`src/rtl/pds_pkg.sv`:
```
package pds_pkg;

  localparam int MC_FLAG_BIT = 21;
  localparam int HDR_W       = 32;

  typedef enum logic [2:0] {
    CLS_NONE   = 3'd0,
    CLS_CPU    = 3'd1,
    CLS_TAGGED = 3'd2,
    CLS_FLOOD  = 3'd3,
    CLS_LOCAL  = 3'd4,
    CLS_REMOTE = 3'd5
  } pds_class_e;

endpackage

```
`src/rtl/pds_classify.sv`:
```
module pds_classify
  import pds_pkg::*;
#(
  parameter int DEV_W = 2
) (
  input  logic             good,
  input  logic             mcast,
  input  logic             unknown,
  input  logic             from_cpu,
  input  logic             bpdu,
  input  logic             mgmt,
  input  logic             sniff,
  input  logic             sniff_cpu,
  input  logic [DEV_W-1:0] dst_dev,
  input  logic [DEV_W-1:0] self_dev,
  input  logic [DEV_W-1:0] cpu_dev,
  input  logic             cpu_en,
  input  logic             mc_cpu_only,
  input  logic             unk_to_cpu,
  output pds_class_e       cls,
  output logic             cpu_tap
);

  logic to_cpu_dev;
  logic to_self;

  assign to_cpu_dev = cpu_en && (dst_dev == cpu_dev);
  assign to_self    = (dst_dev == self_dev);

  // priority: error, control packets, tagged, multicast, unknown, unicast
  always_comb begin
    cls = CLS_NONE;
    if (!good) begin
      cls = CLS_NONE;
    end else if (bpdu || mgmt) begin
      cls = cpu_en ? CLS_CPU : CLS_NONE;
    end else if (mcast && from_cpu) begin
      cls = CLS_TAGGED;
    end else if (mcast) begin
      cls = (cpu_en && mc_cpu_only) ? CLS_CPU : CLS_FLOOD;
    end else if (unknown) begin
      cls = (cpu_en && unk_to_cpu) ? CLS_CPU : CLS_NONE;
    end else if (to_cpu_dev) begin
      cls = CLS_CPU;
    end else if (to_self) begin
      cls = CLS_LOCAL;
    end else begin
      cls = CLS_REMOTE;
    end
  end

  assign cpu_tap = good && cpu_en && sniff && sniff_cpu;

endmodule

```
`src/rtl/pds_mask_gen.sv`:
```
module pds_mask_gen
  import pds_pkg::*;
#(
  parameter int NUM_PORTS = 8,
  parameter int NUM_DEVS  = 4,
  parameter int DEV_W     = 2,
  parameter int PORT_W    = 3
) (
  input  pds_class_e           cls,
  input  logic                 cpu_tap,
  input  logic                 cpu_en,
  input  logic [DEV_W-1:0]     dst_dev,
  input  logic [PORT_W-1:0]    dst_port,
  input  logic [DEV_W-1:0]     self_dev,
  input  logic [NUM_PORTS-1:0] tags,
  output logic [NUM_PORTS-1:0] port_mask,
  output logic [NUM_DEVS-1:0]  peer_mask,
  output logic [HDR_W-1:0]     peer_hdr,
  output logic                 cpu_fwd
);

  logic [NUM_DEVS-1:0]  peers_all;
  logic [NUM_DEVS-1:0]  peer_one;
  logic [NUM_PORTS-1:0] port_one;

  for (genvar g = 0; g < NUM_DEVS; g++) begin : g_peer
    assign peers_all[g] = (self_dev != DEV_W'(g));
    assign peer_one[g]  = (dst_dev  == DEV_W'(g));
  end

  for (genvar p = 0; p < NUM_PORTS; p++) begin : g_port
    assign port_one[p] = (dst_port == PORT_W'(p));
  end

  always_comb begin
    port_mask = '0;
    peer_mask = '0;
    peer_hdr  = '0;
    cpu_fwd   = 1'b0;
    unique case (cls)
      CLS_CPU:    cpu_fwd = 1'b1;
      CLS_TAGGED: port_mask = tags;
      CLS_FLOOD: begin
        port_mask              = '1;
        peer_mask              = peers_all;
        peer_hdr[MC_FLAG_BIT]  = 1'b1;
        cpu_fwd                = cpu_en;
      end
      CLS_LOCAL:  port_mask = port_one;
      CLS_REMOTE: begin
        peer_mask               = peer_one;
        peer_hdr[PORT_W-1:0]    = dst_port;
      end
      default: ;
    endcase
    cpu_fwd = cpu_fwd | cpu_tap;
  end

endmodule

```
`src/rtl/pds_out_stage.sv`:
```
module pds_out_stage #(
  parameter int W = 8
) (
  input  logic         clk,
  input  logic         rst_n,
  input  logic         s_valid,
  output logic         s_ready,
  input  logic [W-1:0] s_data,
  output logic         m_valid,
  input  logic         m_ready,
  output logic [W-1:0] m_data
);

  logic         held;
  logic [W-1:0] data_q;

  assign s_ready = !held || m_ready;
  assign m_valid = held;
  assign m_data  = data_q;

  always_ff @(posedge clk) begin
    if (!rst_n) begin
      held   <= 1'b0;
      data_q <= '0;
    end else if (s_valid && s_ready) begin
      held   <= 1'b1;
      data_q <= s_data;
    end else if (m_ready) begin
      held   <= 1'b0;
    end
  end

endmodule

```
`src/rtl/pkt_dest_sel.sv`:
```
module pkt_dest_sel
  import pds_pkg::*;
#(
  parameter int NUM_PORTS = 8,
  parameter int NUM_DEVS  = 4,
  parameter int DEV_W     = (NUM_DEVS > 1) ? $clog2(NUM_DEVS) : 1,
  parameter int PORT_W    = (NUM_PORTS > 1) ? $clog2(NUM_PORTS) : 1
) (
  input  logic                 clk,
  input  logic                 rst_n,
  input  logic                 cfg_cpu_en,
  input  logic                 cfg_mc_cpu_only,
  input  logic                 cfg_unk_to_cpu,
  input  logic [DEV_W-1:0]     self_dev,
  input  logic [DEV_W-1:0]     cpu_dev,
  input  logic                 in_valid,
  output logic                 in_ready,
  input  logic                 in_good,
  input  logic                 in_mcast,
  input  logic                 in_unknown,
  input  logic                 in_from_cpu,
  input  logic                 in_bpdu,
  input  logic                 in_mgmt,
  input  logic                 in_sniff,
  input  logic                 in_sniff_cpu,
  input  logic [DEV_W-1:0]     in_dst_dev,
  input  logic [PORT_W-1:0]    in_dst_port,
  input  logic [NUM_PORTS-1:0] in_eop_tags,
  output logic                 out_valid,
  input  logic                 out_ready,
  output logic [NUM_PORTS-1:0] out_port_mask,
  output logic [NUM_DEVS-1:0]  out_peer_mask,
  output logic [HDR_W-1:0]     out_peer_hdr,
  output logic                 out_cpu_fwd
);

  localparam int DEC_W = NUM_PORTS + NUM_DEVS + HDR_W + 1;

  pds_class_e           cls;
  logic                 cpu_tap;
  logic [NUM_PORTS-1:0] nx_ports;
  logic [NUM_DEVS-1:0]  nx_peers;
  logic [HDR_W-1:0]     nx_hdr;
  logic                 nx_cpu;
  logic [DEC_W-1:0]     nx_dec;
  logic [DEC_W-1:0]     q_dec;

  pds_classify #(.DEV_W(DEV_W)) u_cls (
    .good        (in_good),
    .mcast       (in_mcast),
    .unknown     (in_unknown),
    .from_cpu    (in_from_cpu),
    .bpdu        (in_bpdu),
    .mgmt        (in_mgmt),
    .sniff       (in_sniff),
    .sniff_cpu   (in_sniff_cpu),
    .dst_dev     (in_dst_dev),
    .self_dev    (self_dev),
    .cpu_dev     (cpu_dev),
    .cpu_en      (cfg_cpu_en),
    .mc_cpu_only (cfg_mc_cpu_only),
    .unk_to_cpu  (cfg_unk_to_cpu),
    .cls         (cls),
    .cpu_tap     (cpu_tap)
  );

  pds_mask_gen #(
    .NUM_PORTS (NUM_PORTS),
    .NUM_DEVS  (NUM_DEVS),
    .DEV_W     (DEV_W),
    .PORT_W    (PORT_W)
  ) u_mask (
    .cls       (cls),
    .cpu_tap   (cpu_tap),
    .cpu_en    (cfg_cpu_en),
    .dst_dev   (in_dst_dev),
    .dst_port  (in_dst_port),
    .self_dev  (self_dev),
    .tags      (in_eop_tags),
    .port_mask (nx_ports),
    .peer_mask (nx_peers),
    .peer_hdr  (nx_hdr),
    .cpu_fwd   (nx_cpu)
  );

  assign nx_dec = {nx_ports, nx_peers, nx_hdr, nx_cpu};

  pds_out_stage #(.W(DEC_W)) u_out (
    .clk     (clk),
    .rst_n   (rst_n),
    .s_valid (in_valid),
    .s_ready (in_ready),
    .s_data  (nx_dec),
    .m_valid (out_valid),
    .m_ready (out_ready),
    .m_data  (q_dec)
  );

  assign {out_port_mask, out_peer_mask, out_peer_hdr, out_cpu_fwd} = q_dec;

endmodule

```
`config.mk`:
```
export PLATFORM = sky130hd
export DESIGN_NAME = pkt_dest_sel
export DESIGN_NICKNAME = d
export VERILOG_FILES = /design/src/rtl/pds_pkg.sv /design/src/rtl/pds_classify.sv /design/src/rtl/pds_mask_gen.sv /design/src/rtl/pds_out_stage.sv /design/src/rtl/pkt_dest_sel.sv
export SDC_FILE = /design/constraint.sdc
export NUM_CORES = 1
export LEC_CHECK = 0
export BUFFER_PORTS_ARGS = -buffer_cell sky130_fd_sc_hd__buf_2
export CAP_MARGIN = 10
export CORE_MARGIN = 5
export CORE_UTILIZATION = 40
export CTS_CLUSTER_SIZE = 24
export DETAILED_ROUTE_END_ITERATION = 10
export HOLD_SLACK_MARGIN = 0.15
export PLACE_DENSITY = 0.76
export SYNTH_ARGS = -nofsm -noshare
export SYNTH_HDL_FRONTEND = slang
export SYNTH_SLANG_ARGS = --single-unit
```
`constraint.sdc`:
```
create_clock -name clk -period 1.7 [get_ports clk]
set_input_delay 0.17 -clock clk [delete_from_list [all_inputs] [get_ports clk]]
set_output_delay 0.17 -clock clk [all_outputs]
set_load 0.01 [all_outputs]
```
==> flow_summary.yaml, run 1 <==
flow_run:
  maxCapViolCount: 0
power:
  power.density_nw_per_um2: 595
  leakage_nw: 0.694
  ir_worst_vdd_v: 0.000457
  total_power_mw: 0.908
setup_path:
  cp-endpoint: "u_out.m_data[41]"
  path_max_fanout: 4
  start_kind: "primary input"
  cp_data_arrival_time_ps: 1770
  reg2reg_to: "u_out.m_data[41]"
  cp-startpoint: "in_valid"
  crit_required_ps: 1910
  r2r_start: "u_out.m_valid"
  worstRegToRegCells: 5
  cp-end-kind: "register"
  path_class: "in -> reg"
  rrSetupSlack_ps: 190
yosys:
  synth-seq-cells: 18
  synth_warnings: 0
  syn_area_per_cell_um2: 8.12
  synth-main-ff-cell: "dfxtp_1"
  synth.distinct_cells: 34
  synth-edff-count: 0
  netlist_area_um2: 1230
  ys_seq_area_frac: 0.292
  ys_async_sr_fraction: 0
  netlist_instances: 152
sta:
  fmax_ghz: 0.642
  skew_ps: 7.14
  report.final.hold_viol_count: 0
  rsz0062_at_grt: "false"
  fin_setup_tns_ps: 0
  drv_slew: 0
  setup_violations: 0
  period_share: 0.916
  fin_ws_ps: 143
  fin_crit_ps: 1560
  whs_ps: 157
floorplan:
  die_h_um: 65.6
  die_w_um: 65.6
  start_util: 0.411
  io_pins: 79
  core_area_um2: 3000
  rows: 20
  die-area_um2: 4300
drt:
  drc: 0
  ant_nets: 0
  via_count: 1221
  routed_wl_um: 3250
  avgViaCountPerCell: 5.00
  wl_per_cell_um: 13.3
  firstDrtPassIters: 4
  initialDrtViolationCount: 49
grt:
  grt_pass1_wl_um: 5160
  grt_max_degree: 18
  grt_overflow: 0
  grt.total_usage: 0.151
  grt_pass1_vias: 1130
  antenna_found_initial: 0
layout:
  syn_to_final_growth_pct: 23.7
  drive_above_1_share: 0.313
  fin_util: 0.509
  layoutNonFillerInstCount: 244
  n_antenna_cell: 0
  stdcell_area_um2: 1530
  fin_nets: 244
placed_design:
  routabilityCongestion: 0.796
  dp_cells: 236
  port_buffers: 50
  dpl.hpwl_um: 2510
  place_worst_setup_slack_ps: 187
  postPlaceCellArea_um2: 1450
clock_tree:
  cts_root_buffer: "clkbuf_4"
  clock_latency_ps: 300
  cts_tree: "built"
  path_clk_slew_ps: 110
  cts-buffers-inserted: 3
  htreeDepth: 1
  clk_path_buf_depth: 2
  clock_sinks: 18
hold_path:
  hold_class: "in -> reg"
  whs_path_depth: 3
status:
  outcome: "finished clean"
worst min-delay path by stage:
stage	end	startpoint
after global routing	u_out.m_data[0]	in_sniff_cpu
after global placement	u_out.m_valid	in_valid
final	u_out.m_data[0]	in_sniff_cpu
after floorplan	u_out.m_data[41]	in_dst_port[0]
after detailed placement	u_out.m_valid	in_valid
after CTS	u_out.m_data[0]	in_sniff_cpu
final cells by class:
type | instances | area [µm²]
tap | 33 | 41.3
sequential | 18 | 360
multi-input combinational | 125 | 736
inverter | 3 | 11.3
timing repair buffer | 61 | 343
clock buffer | 4 | 36.3
fill | 309 | 1480
flip-flops by register name, summed over array words and instances, names as in the netlist:
| name | cells |
|---|---|
| u_out.m_data | 17 |
| u_out.m_valid | 1 |
critical path, stage by stage:
cell and delay, ps:
dlygate4sd3_1 520, buf_2 110, nand2_1 110, nor4_4 360
nand4_1 250, o31ai_1 240
where the power goes:
part           leakage (nW)  switching, mW  internal, mW
combinational         0.527          0.130        0.0798
sequential            0.146        0.00333         0.429
clock                0.0210          0.136         0.131
total                 0.694          0.269         0.639
per-layer routing:
metal,vias to the layer above,wire (µm),global-route usage
met5,-,0,0
met4,0,12,0.0337
met3,2,315,0.0513
met2,56,1450,0.241
met1,551,1460,0.197
li1,612,-,-
kinds of logic (layout without fill, tap and decap cells):
kind of cell / count (synthesis) / after routing / synth area share
other: 1 / 28 / 0.00304
AOI/OAI and AO/OA: 49 / 49 / 0.278
and+or+nand+nor: 43 / 43 / 0.196
muxes: 1 / 1 / 0.00912
xor gates and xnor gates: 4 / 4 / 0.0284
buffers and inverters: 36 / 68 / 0.195
DFF: 18 / 18 / 0.292
repair_timing:
action | in CTS | in global routing
endpoints found under the hold margin | 4 | 0
endpoints found under the setup margin | 0 | 0
setup buffers | 0 | 0
hold buffers | 4 | 0
resized for setup | 0 | 0
Yosys cell counts (all sizes together), types with 3 or more instances:
library cell,n,area share
a31oi,5,0.025
clkbuf,5,0.015
o21ai,10,0.041
and2,3,0.015
buf,28,0.17
a21o,8,0.049
nand4b,3,0.021
nand4,3,0.015
nand2,17,0.052
nor2,7,0.021
o211ai,9,0.055
xnor2,4,0.028
a32oi,3,0.021
nand2b,5,0.025
a21oi,3,0.012
o2111ai,3,0.021
dfxtp,18,0.29
layout by cell type, fill, tap and decap left out, types with 3 or more instances in the layout:
master,Yosys,layout
o211ai_1,9,9
a21o_1,8,8
buf_2,0,50
o2111ai_1,3,3
nand2b_1,5,5
nand4_1,3,3
o21ai_0,9,9
and2_1,3,3
a32oi_1,3,3
nor2_1,7,7
dlygate4sd3_1,0,4
nand4b_1,3,3
a21oi_1,3,3
conb_1,1,28
buf_4,28,7
nand2_1,17,17
clkbuf_4,0,3
dfxtp_1,18,18
a31oi_1,5,5
xnor2_1,4,4
(Power assumes the default switching activity.)
==> run 2: changes to the inputs <==
--- a/config.mk
+++ b/config.mk
@@ -7,11 +7,11 @@
 export LEC_CHECK = 0
 export BUFFER_PORTS_ARGS = -buffer_cell sky130_fd_sc_hd__buf_2
 export CAP_MARGIN = 10
-export CORE_MARGIN = 5
 export CORE_UTILIZATION = 40
 export CTS_CLUSTER_SIZE = 24
 export DETAILED_ROUTE_END_ITERATION = 10
 export HOLD_SLACK_MARGIN = 0.15
+export MAX_ROUTING_LAYER = met4
 export PLACE_DENSITY = 0.76
 export SYNTH_ARGS = -nofsm -noshare
 export SYNTH_HDL_FRONTEND = slang
==> flow_summary.yaml, run 2 (synthesis results as in run 1) <==
setup_path:
  path_class: "in -> reg"
  start_kind: "primary input"
  slowest_delay_ps: 520
  cp-end-kind: "register"
  cp_data_arrival_time_ps: 1710
  critical-path-slowest-cell: "dlygate4sd3_1"
  crit_required_ps: 1930
  path_max_fanout: 7
  worstPathCellList: "dlygate4sd3_1 > buf_2 > nand2_1 > nor4_4 > buf_4 > nand4_1 > a31oi_1"
grt:
  grt_overflow: 0
  grt_pass1_vias: 1028
  grt.total_usage: 0.184
  antenna_found_initial: 0
  grt_pass1_wl_um: 4630
  grt_max_degree: 18
clock_tree:
  cts_tree: "built"
  cts_root_buffer: "clkbuf_4"
  clk_path_buf_depth: 2
  cts-buffers-inserted: 3
  clock_sinks: 18
  clock_latency_ps: 300
  path_clk_slew_ps: 110
  post_cts_resized: 0
  htreeDepth: 1
  postCtsHoldBufs: 4
  post_cts_buffers: 0
sta:
  skew_ps: 3.74
  setup_violations: 0
  fin_setup_tns_ps: 0
  rsz0062_at_grt: "false"
  report.final.hold_viol_count: 0
  period_share: 0.868
  drv_slew: 0
  fin_crit_ps: 1480
  fmax_ghz: 0.678
floorplan:
  start_util: 0.437
  core_area_um2: 2830
  die_h_um: 57.6
  io_pins: 79
  rows: 19
  die_w_um: 57.6
  die-area_um2: 3310
layout:
  final_common_cell: "buf_2"
  syn_to_final_growth_pct: 22.9
  fin_util: 0.536
  fin_nets: 243
  drive_above_1_share: 0.310
  final_cell_mix: "50 x buf_2, 28 x conb_1, 18 x dfxtp_1, 17 x nand2_1"
  largest_reg_flops: 17
  n_antenna_cell: 0
placed_design:
  port_buffers: 50
  routabilityCongestion: 0.783
  dpl.hpwl_um: 2230
status:
  violations: "design-rule violations"
  outcome: "finished with violations"
drt:
  routed_wl_um: 2970
  wl_per_cell_um: 12.3
  ant_nets: 0
  firstDrtPassIters: 8
  initialDrtViolationCount: 33
  drc: 9
  via_count: 1227
  avgViaCountPerCell: 5.09
power:
  leakage_nw: 0.688
  power.density_nw_per_um2: 600
  ir_worst_vdd_v: 0.000306
flow_run:
  maxCapViolCount: 0
hold_path:
  hold_class: "in -> reg"
## run 2: power breakdown
part / leakage [nW] / switching (mW) / internal [mW] / total [mW]
Sequential: 0.146 / 0.00344 / 0.429 / 0.432
Clock: 0.0210 / 0.140 / 0.131 / 0.270
Combinational: 0.522 / 0.128 / 0.0794 / 0.207
Total: 0.688 / 0.271 / 0.639 / 0.910
## run 2: through the flow
step / cell area [µm²] / hold slack [ps] / worst slack [ps] / total power [mW] / cells
CTS: 1520 / 168 / 222 / 0.913 / 241
finish: 1520 / 166 / 224 / 0.910 / 241
floorplan: 1340 / 272 / 103 / 0.601 / 179
global route: 1520 / 186 / 90.4 / 0.953 / 241
detailed placement: 1440 / 431 / 195 / 0.640 / 233
global placement: 1440 / 426 / 222 / 0.639 / 233
## run 2: layout make-up
type	instances	area, µm²
fill	267	1310
multi-input combinational	125	736
sequential	18	360
timing repair buffer	60	335
tap	31	38.8
clock buffer	4	36.3
inverter	3	11.3
## run 2: path summary, 6_finish.rpt
check / slack, ps / depth (start not counted) / to / from
setup / recovery: 220 / 7 / u_out.m_data[36] / in_valid
hold / removal: 170 / 3 / u_out.m_data[0] / in_sniff_cpu
setup reg to reg: 260 / 6 / u_out.m_data[36] / u_out.m_valid
hold reg to reg: 490 / 2 / u_out.m_data[35] / u_out.m_data[35]
## run 2: worst max-delay path, delay by kind of cell
| family | cells | cell delay, ps |
|---|---|---|
| AND/OR/NAND/NOR | 3 | 520 |
| buffers and inverters | 3 | 830 |
| AO/OA/AOI/OAI | 1 | 180 |
## run 2: layer usage
layer,share of wire,vias to the layer above,track usage,wire (µm)
met3,0.069,6,0.0227,206
met1,0.47,551,0.258,1410
li1,-,615,-,-
met4,0.0098,0,0.0523,29
met5,0,-,-,0
met2,0.45,55,0.277,1320
==> run 3: changes to the inputs <==
--- a/config.mk
+++ b/config.mk
@@ -7,12 +7,12 @@
 export LEC_CHECK = 0
 export BUFFER_PORTS_ARGS = -buffer_cell sky130_fd_sc_hd__buf_2
 export CAP_MARGIN = 10
-export CORE_UTILIZATION = 40
+export CORE_UTILIZATION = 39
 export CTS_CLUSTER_SIZE = 24
 export DETAILED_ROUTE_END_ITERATION = 10
 export HOLD_SLACK_MARGIN = 0.15
 export MAX_ROUTING_LAYER = met4
-export PLACE_DENSITY = 0.76
+export PLACE_DENSITY = 0.75
 export SYNTH_ARGS = -nofsm -noshare
 export SYNTH_HDL_FRONTEND = slang
 export SYNTH_SLANG_ARGS = --single-unit
==> flow_summary.yaml, run 3 (synthesis results as in run 1) <==
layout:
  syn_to_final_growth_pct: 25.0
  n_antenna_cell: 0
  fin_nets: 244
  final_cell_mix: "50 x buf_2, 28 x conb_1, 18 x dfxtp_1, 17 x nand2_1"
  drive_above_1_share: 0.308
  final_common_cell: "buf_2"
  largest_reg_flops: 17
grt:
  antenna_found_initial: 0
  grt_pass1_wl_um: 4710
  grt_pass1_vias: 1089
  grt.total_usage: 0.190
  grt_max_degree: 18
  grt_overflow: 0
power:
  switching_share: 0.304
  power.density_nw_per_um2: 596
  ir_worst_vdd_v: 0.000219
  leakage_nw: 0.693
  p_switching_mw: 0.279
  combPwrFrac: 0.226
  total_power_mw: 0.920
  intPower_mw: 0.641
  seqPwrFrac: 0.470
  p_clk_frac: 0.304
clock_tree:
  post_cts_resized: 0
  htreeDepth: 1
  cts_root_buffer: "clkbuf_4"
  cts_tree: "built"
  clk_path_buf_depth: 2
  clock_latency_ps: 310
  cts-buffers-inserted: 3
  clock_sinks: 18
  path_clk_slew_ps: 110
setup_path:
  path_max_fanout: 4
  crit_required_ps: 1930
  cp-startpoint: "in_valid"
  cp-endpoint: "u_out.m_data[41]"
  r2r_start: "u_out.m_valid"
  cp-end-kind: "register"
  rrSetupSlack_ps: 230
  start_kind: "primary input"
  worstRegToRegCells: 5
  cp_data_arrival_time_ps: 1760
  path_class: "in -> reg"
  reg2reg_to: "u_out.m_data[41]"
sta:
  rsz0062_at_grt: "false"
  fmax_ghz: 0.653
  relSlewSlack: 0.653
  report.final.hold_viol_count: 0
  tightest_slew_ps: 520
  skew_ps: 0.572
  setup_violations: 0
  period_share: 0.900
  fin_setup_tns_ps: 0
  fin_crit_ps: 1530
  drv_slew: 0
floorplan:
  rows: 20
  core_area_um2: 3030
  die-area_um2: 3400
  die_h_um: 58.3
  die_w_um: 58.3
  start_util: 0.408
  io_pins: 79
drt:
  wl_per_cell_um: 11.7
  initialDrtViolationCount: 68
  firstDrtPassIters: 4
  via_count: 1235
  avgViaCountPerCell: 4.84
  routed_wl_um: 2980
  ant_nets: 0
  drc: 0
placed_design:
  port_buffers: 50
  dpl.hpwl_um: 2260
  routabilityCongestion: 0.789
hold_path:
  hold_class: "in -> reg"
flow_run:
  maxCapViolCount: 0
status:
  outcome: "finished clean"
[run 3: changes by cell type in the layout (fill, tap and decap cells not counted)]
cell           delta
dlygate4sd3_1     +1
[run 3: worst min-delay path by stage]
stage / cells past startpoint / to / startpoint / slack [ps]
6_report: 3 / u_out.m_data[0] / in_sniff_cpu / 150
4_1_cts: 3 / u_out.m_data[0] / in_sniff_cpu / 150
2_1_floorplan: 1 / u_out.m_data[41] / in_dst_port[0] / 270
5_1_grt: 3 / u_out.m_data[0] / in_sniff / 160
3_5_place_dp: 3 / u_out.m_valid / in_valid / 440
3_3_place_gp: 3 / u_out.m_valid / in_valid / 430
[run 3: power groups by stage]
stage          Sequential [mW]  Combinational, mW  Clock (mW)
3_5_place_dp             0.442              0.197           0
4_1_cts                  0.433              0.207       0.284
6_report                 0.432              0.208       0.279
5_1_grt                  0.434              0.231       0.309
3_3_place_gp             0.442              0.197           0
2_1_floorplan            0.446              0.156           0
[run 3: layer usage]
layer | wire [µm] | vias to the layer above | track usage
li1 | - | 615 | -
met1 | 1320 | 559 | 0.232
met2 | 1430 | 56 | 0.312
met3 | 190 | 5 | 0.0335
met4 | 43 | 0 | 0.0680
met5 | 0 | - | -
[run 3: final cells by class]
type                            count  area (µm²)
Clock buffer                        4        36.3
Fill cell                         304        1480
Inverter                            3        11.3
Multi-Input combinational cell    125         736
Sequential cell                    18         360
Tap cell                           44        55.1
Timing Repair Buffer               61         345
[run 3: stage by stage]
stage                     setup WS [ps]  hold WS [ps]  instances   util  cell area (µm²)
after floorplan                     103           272        179      -             1340
after global placement              181           430        246  0.481             1460
after detailed placement            156           436        246  0.481             1460
after CTS                           191           153        255  0.510             1540
after global routing                109           160        255  0.510             1540
final                               169           152        255  0.510             1540
[run 3: critical path: stages]
cell,delay [ps]
dlygate4sd3_1,540
buf_2,120
nand2_1,110
nor4_4,330
nand4_1,240
o31ai_1,250
[run 3: timing repair]
item,in CTS,in global routing
hold buffers,5,0
hold endpoints to repair,5,0
buffers inserted,0,0
